## config.mk

```make
export PLATFORM = sky130hd
export DESIGN_NAME = rx_stamp_filter
export DESIGN_NICKNAME = d
export VERILOG_FILES = /design/src/rtl/rx_stamp_filter_pkg.sv /design/src/rtl/rx_stamp_capture.sv /design/src/rtl/rx_stamp_age.sv /design/src/rtl/rx_stamp_filter.sv
export SDC_FILE = /design/constraint.sdc
export NUM_CORES = 1
export LEC_CHECK = 0
export ABC_AREA = 1
export BUFFER_PORTS_ARGS = -buffer_cell sky130_fd_sc_hd__buf_2
export CORE_MARGIN = 2
export CORE_UTILIZATION = 57
export CTS_CLUSTER_DIAMETER = 100
export CTS_CLUSTER_SIZE = 10
export DETAILED_ROUTE_END_ITERATION = 6
export PLACE_DENSITY = 0.9
export SLEW_MARGIN = 20
export SYNTH_ARGS = -nofsm -noshare
export SYNTH_HDL_FRONTEND = slang
export SYNTH_HIERARCHICAL = 1
export SYNTH_SLANG_ARGS = --single-unit
```

## constraint.sdc

```tcl
create_clock -name clk -period 3.3 [get_ports clk]
set_input_delay 0.495 -clock clk [delete_from_list [all_inputs] [get_ports clk]]
set_output_delay 0.495 -clock clk [all_outputs]
set_load 0.03 [all_outputs]
```

## src/rtl/rx_stamp_filter_pkg.sv

```systemverilog
package rx_stamp_filter_pkg;

    typedef enum logic [1:0] {
        RSN_ACCEPT = 2'd0,
        RSN_STALE  = 2'd1,
        RSN_HDR    = 2'd2,
        RSN_BAD    = 2'd3
    } reason_e;

    typedef struct packed {
        logic    vld;
        logic    fwd;
        logic    drop;
        reason_e rsn;
        logic    irq;
    } verdict_t;

    localparam verdict_t VERDICT_IDLE = '{vld: 1'b0, fwd: 1'b0, drop: 1'b0,
                                          rsn: RSN_ACCEPT, irq: 1'b0};

    // Priority: unconfirmed/short, then header, then age.
    function automatic reason_e pick_reason(input logic bad, input logic hdr_ok,
                                            input logic stale);
        if (bad)          return RSN_BAD;
        else if (!hdr_ok) return RSN_HDR;
        else if (stale)   return RSN_STALE;
        else              return RSN_ACCEPT;
    endfunction

endpackage

```

## src/rtl/rx_stamp_capture.sv

```systemverilog
module rx_stamp_capture #(
    parameter int HDR_BYTES = 4,
    parameter int TS_BYTES  = 4,
    localparam int HL_W  = $clog2(HDR_BYTES + 1),
    localparam int TL_W  = $clog2(TS_BYTES + 1),
    localparam int CNT_W = $clog2(HDR_BYTES + TS_BYTES + 1) + 1
) (
    input  logic                   clk,
    input  logic                   rst,
    input  logic                   rx_sof,
    input  logic                   rx_byte_vld,
    input  logic [7:0]             rx_byte,
    input  logic                   rx_frame_ok,
    input  logic                   rx_eos,
    input  logic [HL_W-1:0]        cfg_hdr_len,
    input  logic [TL_W-1:0]        cfg_ts_len,
    input  logic [8*HDR_BYTES-1:0] cfg_hdr_value,
    output logic [CNT_W-1:0]       cap_cnt,
    output logic                   hdr_match,
    output logic [8*TS_BYTES-1:0]  ts_raw,
    output logic                   frame_open,
    output logic                   ok_seen
);
    localparam logic [CNT_W-1:0] CNT_SAT = '1;

    logic [CNT_W-1:0]      hdr_end, ts_end;
    logic [7:0]            exp_byte;
    logic                  in_hdr, in_ts;
    logic [8*TS_BYTES-1:0] ts_shift;

    assign hdr_end = CNT_W'(cfg_hdr_len);
    assign ts_end  = hdr_end + CNT_W'(cfg_ts_len);
    assign in_hdr  = cap_cnt < hdr_end;
    assign in_ts   = !in_hdr && (cap_cnt < ts_end);

    always_comb begin
        exp_byte = '0;
        for (int i = 0; i < HDR_BYTES; i++)
            if (cap_cnt == CNT_W'(i)) exp_byte = cfg_hdr_value[8*i +: 8];
        ts_shift = ts_raw << 8;
        ts_shift[7:0] = rx_byte;
    end

    always_ff @(posedge clk) begin
        if (rst) begin
            cap_cnt    <= '0;
            hdr_match  <= 1'b1;
            ts_raw     <= '0;
            frame_open <= 1'b0;
            ok_seen    <= 1'b0;
        end else if (rx_sof) begin
            cap_cnt    <= '0;
            hdr_match  <= 1'b1;
            ts_raw     <= '0;
            frame_open <= 1'b1;
            ok_seen    <= 1'b0;
        end else if (rx_eos) begin
            frame_open <= 1'b0;
            ok_seen    <= 1'b0;
        end else begin
            if (rx_frame_ok && frame_open) ok_seen <= 1'b1;
            if (rx_byte_vld && frame_open) begin
                if (cap_cnt != CNT_SAT) cap_cnt <= cap_cnt + 1'b1;
                if (in_hdr && (rx_byte != exp_byte)) hdr_match <= 1'b0;
                if (in_ts) ts_raw <= ts_shift;
            end
        end
    end

    // bytes past the header and timestamp leave the captured fields alone
    a_r10_tail_ignored: assert property (@(posedge clk) disable iff (rst)
        (rx_byte_vld && !rx_sof && !rx_eos && (cap_cnt >= ts_end))
        |=> ($stable(ts_raw) && $stable(hdr_match)));

    // the slot context closes at end-of-slot
    a_r2_close_at_eos: assert property (@(posedge clk) disable iff (rst)
        (rx_eos && !rx_sof) |=> (!frame_open && !ok_seen));

endmodule

```

## src/rtl/rx_stamp_age.sv

```systemverilog
module rx_stamp_age #(
    parameter int TS_BYTES = 4,
    parameter int TIME_W   = 32,
    localparam int TL_W = $clog2(TS_BYTES + 1),
    localparam int TW   = 8 * TS_BYTES
) (
    input  logic [TL_W-1:0]   cfg_ts_len,
    input  logic [TW-1:0]     ts_raw,
    input  logic [TIME_W-1:0] now_time,
    input  logic [TW-1:0]     cfg_max_age,
    output logic              too_old
);
    logic [TW-1:0] mask, diff, age;

    always_comb begin
        mask = '0;
        for (int i = 0; i < TS_BYTES; i++)
            if (i < int'(cfg_ts_len)) mask[8*i +: 8] = 8'hFF;
        diff    = now_time[TW-1:0] - ts_raw;
        age     = diff & mask;
        too_old = age > cfg_max_age;
    end

endmodule

```

## src/rtl/rx_stamp_filter.sv

```systemverilog
module rx_stamp_filter
    import rx_stamp_filter_pkg::*;
#(
    parameter int HDR_BYTES = 4,
    parameter int TS_BYTES  = 4,
    parameter int SLOT_W    = 11,
    parameter int TIME_W    = 32,
    localparam int HL_W  = $clog2(HDR_BYTES + 1),
    localparam int TL_W  = $clog2(TS_BYTES + 1),
    localparam int CNT_W = $clog2(HDR_BYTES + TS_BYTES + 1) + 1
) (
    input  logic                   clk,
    input  logic                   rst,
    input  logic                   rx_sof,
    input  logic                   rx_byte_vld,
    input  logic [7:0]             rx_byte,
    input  logic                   rx_frame_ok,
    input  logic                   rx_eos,
    input  logic [SLOT_W-1:0]      rx_slot_id,
    input  logic [TIME_W-1:0]      now_time,
    input  logic [HL_W-1:0]        cfg_hdr_len,
    input  logic [8*HDR_BYTES-1:0] cfg_hdr_value,
    input  logic [TL_W-1:0]        cfg_ts_len,
    input  logic                   cfg_ts_en,
    input  logic [8*TS_BYTES-1:0]  cfg_max_age,
    input  logic                   cfg_crit_en,
    input  logic [SLOT_W-1:0]      cfg_crit_slot,
    output logic                   dec_valid,
    output logic                   dec_forward,
    output logic                   dec_drop,
    output logic [1:0]             dec_reason,
    output logic                   irq_crit
);
    logic [CNT_W-1:0]      cap_cnt;
    logic                  hdr_match, frame_open, ok_seen, too_old;
    logic [8*TS_BYTES-1:0] ts_raw;
    logic                  short_frame, bad_frame, fire;
    reason_e               rsn_now;
    verdict_t              vq;

    rx_stamp_capture #(.HDR_BYTES(HDR_BYTES), .TS_BYTES(TS_BYTES)) u_capture (
        .clk(clk), .rst(rst), .rx_sof(rx_sof), .rx_byte_vld(rx_byte_vld),
        .rx_byte(rx_byte), .rx_frame_ok(rx_frame_ok), .rx_eos(rx_eos),
        .cfg_hdr_len(cfg_hdr_len), .cfg_ts_len(cfg_ts_len),
        .cfg_hdr_value(cfg_hdr_value), .cap_cnt(cap_cnt), .hdr_match(hdr_match),
        .ts_raw(ts_raw), .frame_open(frame_open), .ok_seen(ok_seen)
    );

    rx_stamp_age #(.TS_BYTES(TS_BYTES), .TIME_W(TIME_W)) u_age (
        .cfg_ts_len(cfg_ts_len), .ts_raw(ts_raw), .now_time(now_time),
        .cfg_max_age(cfg_max_age), .too_old(too_old)
    );

    assign short_frame = cap_cnt < (CNT_W'(cfg_hdr_len) + CNT_W'(cfg_ts_len));
    assign bad_frame   = !ok_seen || short_frame;
    assign rsn_now     = pick_reason(bad_frame, hdr_match, cfg_ts_en && too_old);
    assign fire        = rx_eos && frame_open;

    always_ff @(posedge clk) begin
        if (rst || !fire) begin
            vq <= VERDICT_IDLE;
        end else begin
            vq.vld  <= 1'b1;
            vq.fwd  <= (rsn_now == RSN_ACCEPT);
            vq.drop <= (rsn_now != RSN_ACCEPT);
            vq.rsn  <= rsn_now;
            vq.irq  <= cfg_crit_en && (rx_slot_id == cfg_crit_slot)
                       && !bad_frame && hdr_match;
        end
    end

    assign dec_valid   = vq.vld;
    assign dec_forward = vq.fwd;
    assign dec_drop    = vq.drop;
    assign dec_reason  = vq.rsn;
    assign irq_crit    = vq.irq;

    // a verdict only follows an end-of-slot
    a_r2_after_eos: assert property (@(posedge clk) disable iff (rst)
        dec_valid |-> $past(rx_eos));

    // exactly one disposition with a verdict, none without
    a_r9_one_disposition: assert property (@(posedge clk) disable iff (rst)
        dec_valid |-> $onehot({dec_forward, dec_drop}));
    a_r9_quiet_idle: assert property (@(posedge clk) disable iff (rst)
        !dec_valid |-> (!dec_forward && !dec_drop && !irq_crit));

    // an unconfirmed frame is dropped with the top-priority reason
    a_r3_unconfirmed: assert property (@(posedge clk) disable iff (rst)
        (rx_eos && frame_open && !ok_seen) |=> (dec_drop && dec_reason == 2'd3));

    // no stale verdict while the age check is off
    a_r7_no_stale_when_off: assert property (@(posedge clk) disable iff (rst)
        (dec_valid && !$past(cfg_ts_en)) |-> (dec_reason != 2'd1));

    // the interrupt only comes with a confirmed, header-matched verdict
    a_r8_irq_with_verdict: assert property (@(posedge clk) disable iff (rst)
        irq_crit |-> (dec_valid && dec_reason[1] == 1'b0));

endmodule

```

# Word level (Yosys, flattened, before mapping)
# Index checks and enable logic that the tools add are counted.
# op_classes
mux,14
magnitude_cmp,7
reduce_logical,24
eq_ne,6
n_addsub,3
bitwise,2
# op_table
cell,count
$mux W8,8
$and A32 B32 Y32,1
$gt A32 B32 Y1,1
$sub A32 B32 Y32,1
$eq A11 B11 Y1,1
$eq A5 B2 Y1 const B,2
$logic_and A1 B1 Y1,9
$reduce_and A3 Y1,3
$ne A8 B8 Y1,1
$lt A1 B3 Y1 const A,2
$lt A2 B3 Y1 const A,2
$mux W6,1
$add A5 B1 Y5 const B,1
$eq A5 B1 Y1 const B,1
$logic_not A5 Y1,1
$lt A5 B3 Y1,1
$lt A5 B4 Y1,1
$ne A5 B5 Y1 const B,1
$add A3 B3 Y4,1
$logic_not A1 Y1,4
$mux W2,2
$reduce_bool A2 Y1,2
$mux W1,3
$reduce_or A3 Y1,1
4 further kinds,5
# totals
output_inout_bits,6
wordCells,66
inputBits,140
regBits,46

# Depth between registers and ports, before layout
# Gate-level depths: netlist (run 1).
# logic_depth
depth_word,10
depth_mapped,26
depth_no_buf,26

# Modules after synthesis
# Netlist (run 1), hierarchy kept.
# modules_own_cells
mod,n_inst,cells_each,seq_area_each_um2,area_per_inst_um2
rx_stamp_age,1,710,0.0,3582.2
rx_stamp_capture,1,360,800.8,2507.4
rx_stamp_filter,1,107,120.1,610.6

# Worst setup path before layout (run 1)
# OpenSTA, ideal clock, no wires.
# synth_timing
path_type,input to register
startpoint,in now_time[0]
endpoint,"reg vq, in the netlist dec_drop"
path_buffers,0
setup_ns,0.109
t_arrival_ns,2.783
path_slack_ns,0.408
path_stages,24
t_required_ns,3.191
path_cell_list,inv_1 ha_1 inv_1 fa_1 nand2_1 inv_1 nand2_1 nand2_1 nand3_1 nand3_1 nand2_1 nand3_1 nand2_1 nor2_1 ha_1 nand2_1 nor2_1 nand2_1 nor3_1 a21oi_1 nand3_1 nand4_1 nand2_1 inv_1
# synth_between
elab_chain_len,8
# synth_lines
item,line_no,rtl
"start, declared",rx_stamp_filter.sv:20,"input logic [TIME_W-1:0] now_time,"
$sub A32 B32 Y32,rx_stamp_age.sv:19,diff = now_time[TW-1:0] - ts_raw;
$and A32 B32 Y32,rx_stamp_age.sv:20,age = diff & mask;
$gt A32 B32 Y1,rx_stamp_age.sv:21,too_old = age > cfg_max_age;
net too_old,rx_stamp_filter.sv:35,"logic hdr_match, frame_open, ok_seen, too_old;"
$logic_and A1 B1 Y1,rx_stamp_filter.sv:56,"assign rsn_now = pick_reason(bad_frame, hdr_match, cfg_ts_en && too_old);"
$mux W1,rx_stamp_filter_pkg.sv:26,else if (stale) return RSN_STALE;
$mux W2,rx_stamp_filter_pkg.sv:25,else if (!hdr_ok) return RSN_HDR;
$mux W2,rx_stamp_filter_pkg.sv:24,if (bad) return RSN_BAD;
$reduce_bool A2 Y1,rx_stamp_filter.sv:65,vq.drop <= (rsn_now != RSN_ACCEPT);
"end, declared",rx_stamp_filter.sv:39,verdict_t vq;
# The timed path passes the listed nets, and every way through them passes these cells.
# A chain may end at the register's enable or synchronous reset.

# Worst setup path after layout (run 1)
# layout_timing
startpoint,reg u_capture.ts_raw[14]
endpoint,"reg vq, in the netlist dec_drop"
# layout_between
elab_chain_len,8
# layout_lines
item,line_no,rtl
"start, declared",rx_stamp_capture.sv:20,"output logic [8*TS_BYTES-1:0] ts_raw,"
"start signal, assigned",rx_stamp_capture.sv:65,if (in_ts) ts_raw <= ts_shift;
$sub A32 B32 Y32,rx_stamp_age.sv:19,
$and A32 B32 Y32,rx_stamp_age.sv:20,
$gt A32 B32 Y1,rx_stamp_age.sv:21,
net too_old,rx_stamp_filter.sv:35,
$logic_and A1 B1 Y1,rx_stamp_filter.sv:56,
$mux W1,rx_stamp_filter_pkg.sv:26,
$mux W2,rx_stamp_filter_pkg.sv:25,
$mux W2,rx_stamp_filter_pkg.sv:24,
$reduce_bool A2 Y1,rx_stamp_filter.sv:65,
# The timed path passes the listed nets, and every way through them passes these cells.

==> metrics.md, run 1 <==
| Metric | Value |
|---|---|
| Nets | 1568 |
| Antenna violations before repair | 0 |
| DRC violations left | 0 |
| I/O pin count | roughly 150 |
| Area delta synth->final | 25.53% |
| Min-Delay Path Class | in2reg |
| Mapped Cells | 1177 |
| Iteration-0 DRC Markers | between 600 and 700 |
| VDD IR max | 331.1 µV |
| Share of cells above drive strength 1 | 25.97% |
| Cell accounting for the most synthesized area | nand2_1 |
| Register area share after synthesis | between 10% and 20% |
| Clk buf depth | 2 |
| Startpoint types | flop |
| Worst slew margin | between 60% and 70% |
| Post-Synthesis Net Count | about 1400 |
| Total chip power | ~1.9 mW |
| # hold bufs at CTS | 0 |
| Post-synth ARST share | 0% |
| Main area contributors after synthesis | nand2_1 (21%), ha_1 (15%), inv_1 (14%) |
| Yosys top cell area share | 20.84% |
| Distinct cells, synth | between 40 and 50 |
| Fin cells | 1487 |
| Yosys warning count | 6 |
| Cell Area, Synth | roughly 0.0067 mm² |
| CTS Buf Count | 5 |
| CORE AREA | around 0.011 mm² |
| Yosys reg bits | 46 |
| Worst Skew | 4.676 ps |
| Main synth FF type | dfxtp_1 |
| Routability cong. | between 0.9 and 1 |
| Data required, critical path | around 3500 ps |
| Post-DRT Antenna Nets | 0 |
| Number of global-route vias before repair | slightly above 7000 |
| Routed WL per cell | 13.31 µm |
| Worst-path maximum fanout | 3 |
| Slew Viols, Final | 0 |
| Diodes inserted | 0 |
| Die Area | 0.01264 mm² |
| Hold slack | around 420 ps |
| Worst-margin pin slew | 547.4 ps |
| Via count | around 8000 |
| Post-synth EDFFs | 0 |
| Dpl cells | approximately 1500 |
| Clock H-tree levels | 2 |
| Final Cell Area | 0.008411 mm² |
| Grt total ovfl | 0 |
| Row cnt | 39 |
| Crit. End Element | flop |
| Final Util | around three quarters |
| First-pass GRT wire length | a little under 30000 µm |
| Max Cap Viol | 0 |
| Die extent in y | about 110 µm |
| CP Class | reg2reg |
| Worst-path clk slew | 60 ps |
| Worst EP arrival | approximately 3400 ps |
| Starting Density | about three fifths |
| Min cycle time layout | 3165 ps |
| DP Wirelength | between 10000 and 15000 µm |
| Sink Count | 46 |
| CTS tree | built |
| Die width | about 110 µm |
| Leakage | approximately 4.6 nW |
| Power per Cell Area | roughly 230 mW/mm² |
| Length of the first detailed-routing pass in iterations | 6 |
| DP Area | 0.007709 mm² |
| Pin count of the biggest net entering global routing | 33 |
| Post-Syn Area per Cell | between 5 and 6 µm² |
| GR Util All Layers | roughly 27% |
| Vias per inst | between 5 and 6 |
| CTS root buf | clkbuf_16 |
| # port buffers | around 150 |
| Max Fclk | roughly 320 MHz |
| Final worst-path cycle share | 95.91% |
| Worst-Skew Late Latency | between 200 and 300 ps |
| Final Hold Viols | 0 |
| Total routed wirelength | between 15000 and 20000 µm |
| Status | complete, no violations |
| Final setup fails | 0 |
placed cells by master, fill, tap and decap left out, types with 2 or more instances in the layout:
cell type    n
buf_4       32
clkbuf_16    5
and2_1       4
nand3_2     11
a21oi_1     78
nor2_1      76
nor3_2       4
nor3_1       6
xnor2_1      5
ha_1        56
o21bai_1     4
nor2_2      21
clkinv_1     2
fa_1         2
nand3_1     51
nor2_4       7
nand4_1     46
o21ai_0     15
a21oi_2     14
ha_4        26
xor2_1       3
nand2_4      3
dfxtp_2     17
or2_1        3
dfxtp_1     29
or2_2        7
a211oi_1     2
nand2_2     37
inv_2       10
buf_2      145
inv_1      245
nand2_1    359
registers in the layout, summed over array words and instances, names as in the netlist:
signal                cells
dec_valid                 1
irq_crit                  1
u_capture/hdr_match       1
u_capture/cap_cnt         5
u_capture/ts_raw         32
dec_forward               1
u_capture/frame_open      1
dec_reason                2
u_capture/ok_seen         1
dec_drop                  1
layer usage:
metal	wire length, µm	up-vias	GRT usage, %
li1	-	3998	-
met1	7792	3474	33.17
met2	9537	405	50.76
met3	1647	90	2.808
met4	816	0	7.724
met5	0	-	0
final timing paths:
kind	startpoint	to	slack (ps)	cells past startpoint
max	u_capture/ts_raw[14]	dec_drop	130	24
min	rx_eos	u_capture/ok_seen	420	2
max reg2reg	u_capture/ts_raw[14]	dec_drop	130	24
min reg2reg	u_capture/ts_raw[30]	u_capture/ts_raw[30]	470	2
synth_stat cells (2+ instances only):
library cell	instances
nand2_1	372
inv_1	248
nor2_1	91
a21oi_1	88
ha_1	82
nand3_1	54
dfxtp_1	46
nand4_1	46
nand2_2	26
o21ai_0	15
nor2_2	11
clkbuf_1	9
nor3_1	9
buf_6	8
nand3_2	8
inv_2	7
or2_2	7
xnor2_1	5
a21oi_2	4
and2_1	4
o21bai_1	4
fa_1	3
or2_1	3
xor2_1	3
a211oi_1	2
clkinv_1	2
nor2_4	2
nor3_2	2
critical path, stage by stage (launching register included):
cell     delay, ps
dfxtp_2        360
inv_1           60
ha_1           310
nand2_1        110
inv_1          100
nand2_1        120
inv_2           90
nand2_1         70
nor2_1          90
nand2_1         80
nand3_1        100
nand2_1         70
a21oi_2        200
ha_1           280
nand2_1        130
nor2_1          60
nor3_1         120
nand2_1         70
a21oi_1        120
a21oi_1         80
buf_4          150
nand3_1         80
nand4_1        120
nand2_1         90
inv_1           30
power breakdown:
group          total, mW  switching [mW]  internal [mW]
clock network      0.562           0.205          0.357
registers          0.562         0.00311          0.559
logic              0.788           0.461          0.327
what timing repair did:
action,CTS,global route
resized for setup,0,110
setup buffers,0,1
setup endpoints to repair,0,3
cell families after synthesis:
kind of cell    synth area share, %
xor+xnor                      1.046
flops                         13.74
compound gates                9.879
simple gates                  42.80
buf+inv                       16.32
fa+ha+maj                     16.21
per-stage QoR:
step           setup slack (ps)  TNS (ps)
2_1_floorplan             407.6         0
3_3_place_gp             -41.62    -52.22
3_5_place_dp             -155.9    -375.9
4_1_cts                   97.06         0
5_1_grt                  -116.0    -196.6
6_report                  134.9         0
cell type report:
class,count,area (µm²)
Clock buffer,6,128.9
Clock inverter,2,37.54
Fill cell,909,3057
Inverter,257,964.7
Multi-Input combinational cell,856,5192
Sequential cell,46,942.2
Tap cell,143,178.9
Timing Repair Buffer,177,965.9
(Power assumes the default switching activity.)
==> inputs of run 2 (changes only) <==
--- a/config.mk
+++ b/config.mk
@@ -13,6 +13,7 @@
 export CTS_CLUSTER_SIZE = 10
 export DETAILED_ROUTE_END_ITERATION = 6
 export PLACE_DENSITY = 0.9
+export RECOVER_POWER = 100
 export SLEW_MARGIN = 20
 export SYNTH_ARGS = -nofsm -noshare
 export SYNTH_HDL_FRONTEND = slang
==> run 2 against run 1 <==
  * The run now ends with design-rule violations left
  * Count of clock-buffer cells in the layout is the same
  * Final cell count unchanged
  * Combinational power down 0.5%
  * Sequential share of layout area about the same
  * Utilization fell by 0.27 points
  * Die area is the same
  * Design area fell by 0.37%
  * Register-to-register slack improved by 20 ps
==> metrics.md, run 2 (synthesis results as in run 1) <==
| Metric | Value |
|---|---|
| Comb pwr share | 41.1% (was 41.2%) |
| Worst setup margin | 138.4 ps (was 134.9 ps) |
| Post-DRT Antenna Nets | 0 (unchanged) |
| # port buffers | 145 (unchanged) |
| Most common cell after layout, fill and taps aside | nand2_1 (unchanged) |
| Via count | 7958 (was 7967) |
| Die extent in y | 112.4 µm (unchanged) |
| DP Wirelength | 14700 µm (unchanged) |
| Worst Skew | 3.949 ps (was 4.676 ps) |
| Area delta synth->final | 25.06% (was 25.53%) |
| Worst reg-to-reg path cell count | 24 (unchanged) |
| Most used cell, CP | ha_1 (was nand2_1) |
| Sink Count | 46 (unchanged) |
| Min-Delay Path Class | in2reg (unchanged) |
| Total routed wirelength | 19730 µm (was 19790 µm) |
| Clock share of power | 29.5% (was 29.4%) |
| Critical-path cell list | clkbuf_1, ha_1, inv_1, fa_1, xor2_1, ha_1, a21o_2, a2111oi_2, buf_4, nand4_1, a21oi_1 (was inv_1, ha_1, nand2_1, inv_1, nand2_1, inv_2, nand2_1, nor2_1, nand2_1, nand3_1, nand2_1, a21oi_2, ha_1, nand2_1, nor2_1, nor3_1, nand2_1, a21oi_1, a21oi_1, buf_4, nand3_1, nand4_1, nand2_1, inv_1) |
| DP Area | 0.007709 mm² (unchanged) |
| Nets | 1568 (unchanged) |
| Starting Density | 58.43% (unchanged) |
| CP startpoint | cfg_ts_len[0] (was u_capture/ts_raw[14]) |
| Antenna violations before repair | 0 (unchanged) |
| Clk buf depth | 2 (unchanged) |
| DRC violations left | 1 (was 0) |
| Final Hold Viols | 0 (unchanged) |
| Crit. End Element | flop (unchanged) |
| Routability cong. | 0.9537 (unchanged) |
| Number of global-route vias before repair | 7045 (unchanged) |
| Dpl cells | 1478 (unchanged) |
| Number of flip-flops in the largest register | 32 (unchanged) |
| # fillers | 918 (was 909) |
| Max Cap Viol | 0 (unchanged) |
| Pin count of the biggest net entering global routing | 33 (unchanged) |
| Fin cells | 1487 (unchanged) |
| Crit path largest cell delay | 460 ps (was 360 ps) |
| Routed WL per cell | 13.27 µm (was 13.31 µm) |
| Final setup fails | 0 (unchanged) |
| Length of the first detailed-routing pass in iterations | 7 (was 6) |
| I/O pin count | 146 (unchanged) |
| Data required, critical path | 3500 ps (was 3490 ps) |
| First-pass GRT wire length | 29340 µm (unchanged) |
| Slowest CP cell | a2111oi_2 (was dfxtp_2) |
| Worst-margin pin slew | 546.0 ps (was 547.4 ps) |
| CP Class | in2reg (was reg2reg) |
| Clock H-tree levels | 2 (unchanged) |
| RR Startpoint | u_capture/ts_raw[14] (unchanged) |
| Grt total ovfl | 0 (unchanged) |
| Status | finished with violations (was complete, no violations) |
| Iteration-0 DRC Markers | 567 (was 602) |
| Slew Viols, Final | 0 (unchanged) |
| Top reg by flops | u_capture/ts_raw (unchanged) |
| Pre-CTS setup slack | -155.9 ps (unchanged) |
| Final worst-path cycle share | 95.81% (was 95.91%) |
| CTS tree | built (unchanged) |
| Violated checks | design-rule violations |
| Sequential share of power | 29.4% (about the same) |
| Worst-Skew Late Latency | 290 ps (about the same) |
| Worst EP arrival | 3360 ps (was 3350 ps) |
| Worst slew margin | 63.56% (was 63.47%) |
| Share of cells above drive strength 1 | 25.22% (was 25.97%) |
| Worst setup endpoint | u_capture/ts_raw[18] (was dec_drop) |
| Flop2flop setup slack | 150 ps (was 130 ps) |
| Worst-path clk slew | 60 ps (about the same) |
| Startpoint types | primary input (was flop) |
| VDD IR max | 329.7 µV (was 331.1 µV) |
| Sw power | 667.0 µW (was 669.3 µW) |
| Vias per inst | 5.352 (was 5.358) |
| Min cycle time layout | 3162 ps (was 3165 ps) |
| Internal | 1.241 mW (was 1.243 mW) |
| Max Fclk | 316.3 MHz (was 315.9 MHz) |
| Most frequent cells in the layout | nand2_1 (359), inv_1 (245), buf_2 (136) (was nand2_1 (359), inv_1 (245), buf_2 (145)) |
| CTS root buf | clkbuf_16 (unchanged) |
| Diodes inserted | 0 (unchanged) |
| GR Util All Layers | 27.27% (unchanged) |
| Die Area | 0.01264 mm² (unchanged) |
| Row cnt | 39 (unchanged) |
| Leakage | 4.611 nW (was 4.649 nW) |
| Final Cell Area | 0.008379 mm² (was 0.008411 mm²) |
| Worst r2r dst | dec_drop (unchanged) |
| Power per Cell Area | 227.7 mW/mm² (was 227.4 mW/mm²) |
| CTS Buf Count | 5 (unchanged) |
| Worst-path maximum fanout | 32 (was 3) |
| CORE AREA | 0.01147 mm² (unchanged) |
| Die width | 112.4 µm (unchanged) |
| Sw frac | 34.96% (was 35.00%) |
-- run 2: worst min-delay path by stage --
stage / from / endpoint / slack (ps) / depth (start not counted)
after floorplan: u_capture/ts_raw[25] / u_capture/ts_raw[25] / 440 / 2
after global placement: u_capture/ts_raw[25] / u_capture/ts_raw[25] / 460 / 2
after detailed placement: u_capture/ts_raw[30] / u_capture/ts_raw[30] / 460 / 2
after CTS: rx_eos / u_capture/ok_seen / 420 / 2
after global routing: rst / u_capture/frame_open / 400 / 2
final: rst / u_capture/frame_open / 400 / 2
-- run 2: area by class of cell --
type,count,area [µm²],area share (%)
Multi-Input combinational cell,856,5172,61.73
Inverter,257,964.7,11.51
Timing Repair Buffer,177,954.7,11.39
Sequential cell,46,942.2,11.24
Tap cell,143,178.9,2.135
Clock buffer,6,128.9,1.538
Clock inverter,2,37.54,0.4480
-- run 2: worst max-delay path: cells and delay by family --
kind,cells,cell delay (ps)
compound gates,3,910
fa+ha+maj,3,880
buf+inv,3,750
simple gates,1,170
xor+xnor,1,150
-- run 2: repair_timing --
item	CTS	global route
hold endpoints to repair	0	0
gates resized for setup	0	110
buffers inserted	0	1
hold buffers	0	0
setup endpoints to repair	0	3
-- run 2: power groups by stage --
stage,combinational [mW],clock [mW],sequential (mW)
floorplan,0.467,0,0.577
global placement,0.674,0,0.574
detailed placement,0.693,0,0.574
CTS,0.697,0.569,0.562
global route,0.878,0.588,0.562
finish,0.784,0.563,0.562
-- run 2: metrics by stage --
stage	util, %	setup TNS, ps	hold WS, ps	total power [mW]
final	73.07	0	397.8	1.908
after global routing	73.07	-211.9	403.4	2.028
after CTS	68.67	0	418.8	1.828
after detailed placement	67.22	-375.9	457.5	1.267
after global placement	67.22	-52.22	455.2	1.248
after floorplan	-	0	439.1	1.043
-- run 2: per-layer routing --
metal / track usage (%) / part of all wire, % / vias up
met1: 33.17 / 40 / 3495
li1: - / - / 3996
met4: 7.724 / 4.1 / 0
met5: 0 / 0 / -
met3: 2.808 / 7.8 / 88
met2: 50.76 / 48 / 379
==> inputs of run 3 (changes only) <==
--- a/config.mk
+++ b/config.mk
@@ -9,6 +9,7 @@
 export BUFFER_PORTS_ARGS = -buffer_cell sky130_fd_sc_hd__buf_2
 export CORE_MARGIN = 2
 export CORE_UTILIZATION = 57
+export CTS_BUF_LIST = sky130_fd_sc_hd__clkbuf_16
 export CTS_CLUSTER_DIAMETER = 100
 export CTS_CLUSTER_SIZE = 10
 export DETAILED_ROUTE_END_ITERATION = 6
==> run 3 against run 2 <==
  * The flow now finishes without violations
  * Flip-flop and latch count is the same
  * Clock power about the same
  * First-iteration DRC count unchanged
  * Register-to-register slack is essentially flat
  * Worst hold slack about the same
  * Total power fell by 0.11%
  * Combinational power about the same
  * Critical path depth up 13
  * Sequential power is essentially flat
  * Die area is the same
  * Utilization unchanged
  * Critical path type is now reg2reg
  * Largest cell class unchanged
  * Largest power group unchanged
  * Highest routed layer unchanged
==> metrics.md, run 3 (synthesis results as in run 1) <==
| Metric | Value |
|---|---|
| Hold_sp | rst (unchanged) |
| Nets | 1568 (unchanged) |
| Worst-Skew Late Latency | 290 ps (about the same) |
| Most frequent cells in the layout | nand2_1 (359), inv_1 (246), buf_2 (136) (was nand2_1 (359), inv_1 (245), buf_2 (136)) |
| Total routed wirelength | 19780 µm (was 19730 µm) |
| Worst reg-to-reg path cell count | 24 (unchanged) |
| Most common cell after layout, fill and taps aside | nand2_1 (unchanged) |
| Top reg by flops | u_capture/ts_raw (unchanged) |
| Antenna violations before repair | 0 (unchanged) |
| Clk buf depth | 2 (unchanged) |
| Die width | 112.4 µm (unchanged) |
| Length of the first detailed-routing pass in iterations | 6 (was 7) |
| Final Hold Viols | 0 (unchanged) |
| Clock H-tree levels | 2 (unchanged) |
| CP Class | reg2reg (was in2reg) |
| Max Cap Viol | 0 (unchanged) |
| Worst Skew | 4.207 ps (was 3.949 ps) |
| First-pass GRT wire length | 29340 µm (unchanged) |
| Status | complete, no violations (was finished with violations) |
| Sink Count | 46 (unchanged) |
| Worst EP arrival | 3340 ps (was 3360 ps) |
| DRC violations left | 0 (was 1) |
| VDD IR max | 329.6 µV (was 329.7 µV) |
| Die extent in y | 112.4 µm (unchanged) |
| Comb pwr share | 41.2% (was 41.1%) |
| Worst slew margin | 63.76% (was 63.56%) |
| Die Area | 0.01264 mm² (unchanged) |
| Final setup fails | 0 (unchanged) |
| Sw frac | 35.05% (was 34.96%) |
| Via count | 7966 (was 7958) |
| Fin cells | 1487 (unchanged) |
| Clock share of power | 29.4% (was 29.5%) |
| CTS root buf | clkbuf_16 (unchanged) |
| DP Wirelength | 14700 µm (unchanged) |
| Pin count of the biggest net entering global routing | 33 (unchanged) |
| CP startpoint | u_capture/ts_raw[10] (was cfg_ts_len[0]) |
| Slew Viols, Final | 0 (unchanged) |
| CTS tree | built (unchanged) |
| Leakage | 4.615 nW (was 4.611 nW) |
| Power per Cell Area | 227.4 mW/mm² (was 227.7 mW/mm²) |
| Crit. End Element | flop (unchanged) |
| GR Util All Layers | 27.27% (unchanged) |
| Sequential share of power | 29.5% (was 29.4%) |
| Setup TNS | 0 ps (unchanged) |
| Worst-path clk slew | 60 ps (about the same) |
| Vias per inst | 5.357 (was 5.352) |
| Routability cong. | 0.9537 (unchanged) |
| WHS Path Cells | 2 (unchanged) |
| Max Fclk | 317.5 MHz (was 316.3 MHz) |
| Min cycle time layout | 3150 ps (was 3162 ps) |
| Final worst-path cycle share | 95.45% (was 95.81%) |
| Post-DRT Antenna Nets | 0 (unchanged) |
| Share of cells above drive strength 1 | 25.22% (unchanged) |
| Worst-margin pin slew | 543.0 ps (was 546.0 ps) |
| # fillers | 918 (unchanged) |
| Iteration-0 DRC Markers | 567 (unchanged) |
| I/O pin count | 146 (unchanged) |
| Internal | 1.238 mW (was 1.241 mW) |
| Grt total ovfl | 0 (unchanged) |
| Min-Delay Path Class | in2reg (unchanged) |
| Number of global-route vias before repair | 7045 (unchanged) |
| Sw power | 667.9 µW (was 667.0 µW) |
| Diodes inserted | 0 (unchanged) |
| Row cnt | 39 (unchanged) |
| CTS Buf Count | 5 (unchanged) |
| Dpl cells | 1478 (unchanged) |
| Startpoint types | flop (was primary input) |
| Worst-path maximum fanout | 4 (was 32) |
| RR Startpoint | u_capture/ts_raw[10] (was u_capture/ts_raw[14]) |
| Data required, critical path | 3490 ps (was 3500 ps) |
| CORE AREA | 0.01147 mm² (unchanged) |
| Routed WL per cell | 13.30 µm (was 13.27 µm) |
| # port buffers | 145 (unchanged) |
| Area delta synth->final | 25.06% (unchanged) |
| Number of flip-flops in the largest register | 32 (unchanged) |
| Starting Density | 58.43% (unchanged) |
[run 3: cell types whose count changed in the layout (fill, tap and decap cells not counted), sizes merged]
cell / change
clkbuf: -1
inv: +1
[run 3: layout make-up]
class	count	area, µm²	share of cell area, %
Sequential cell	46	942.2	11.24
Clock buffer	5	125.1	1.493
Tap cell	143	178.9	2.135
Multi-Input combinational cell	856	5172	61.73
Clock inverter	3	41.29	0.4928
Timing Repair Buffer	177	954.7	11.39
Inverter	257	964.7	11.51
[run 3: power by group through the flow]
stage / Combinational [mW] / Clock (mW) / Sequential, mW
after floorplan: 0.467 / 0 / 0.577
after global placement: 0.674 / 0 / 0.574
after detailed placement: 0.693 / 0 / 0.574
after CTS: 0.697 / 0.566 / 0.562
after global routing: 0.878 / 0.585 / 0.562
final: 0.784 / 0.560 / 0.562
[run 3: per-stage QoR]
step | worst slack, ps | total power [mW] | hold slack (ps) | utilization, % | area, µm²
after floorplan | 407.6 | 1.043 | 439.1 | - | 6700
after global placement | -41.62 | 1.248 | 455.2 | 67.22 | 7709
after detailed placement | -155.9 | 1.267 | 457.5 | 67.22 | 7709
after CTS | 96.73 | 1.825 | 418.8 | 68.67 | 7875
after global routing | -116.0 | 2.026 | 403.4 | 73.07 | 8379
final | 150.2 | 1.906 | 397.7 | 73.07 | 8379
[run 3: what timing repair did]
item | CTS | global route
endpoints found under the setup margin | 0 | 3
hold buffers | 0 | 0
gates resized for setup | 0 | 110
endpoints found under the hold margin | 0 | 0
buffers inserted | 0 | 1
[run 3: final timing paths]
kind	endpoint	slack [ps]
setup reg to reg	dec_drop	150
hold reg to reg	u_capture/ts_raw[30]	460
setup / recovery	dec_drop	150
hold / removal	u_capture/frame_open	400
[run 3: layer usage]
layer	vias to the layer above	track usage, %	wire [µm]
met5	-	0	0
met4	0	7.724	822
met3	90	2.808	1542
met2	385	50.76	9512
met1	3494	33.17	7902
li1	3997	-	-
[run 3: worst max-delay path: stages (launching register included)]
cell and delay (ps):
dfxtp_2 340, inv_1 70, ha_4 230, nand2_1 110, nand2_1 120, nand2_1 100
nand2_1 110, o21bai_1 180, nand2_1 110, nand3_1 80, nand2_1 60, inv_1 30
nor2_1 170, ha_1 280, a21oi_1 150, nor2_1 50, nor3_1 120, nand2_1 70
a21oi_1 120, a21oi_1 80, buf_4 150, nand3_1 80, nand4_1 120, nand2_1 90
inv_1 30
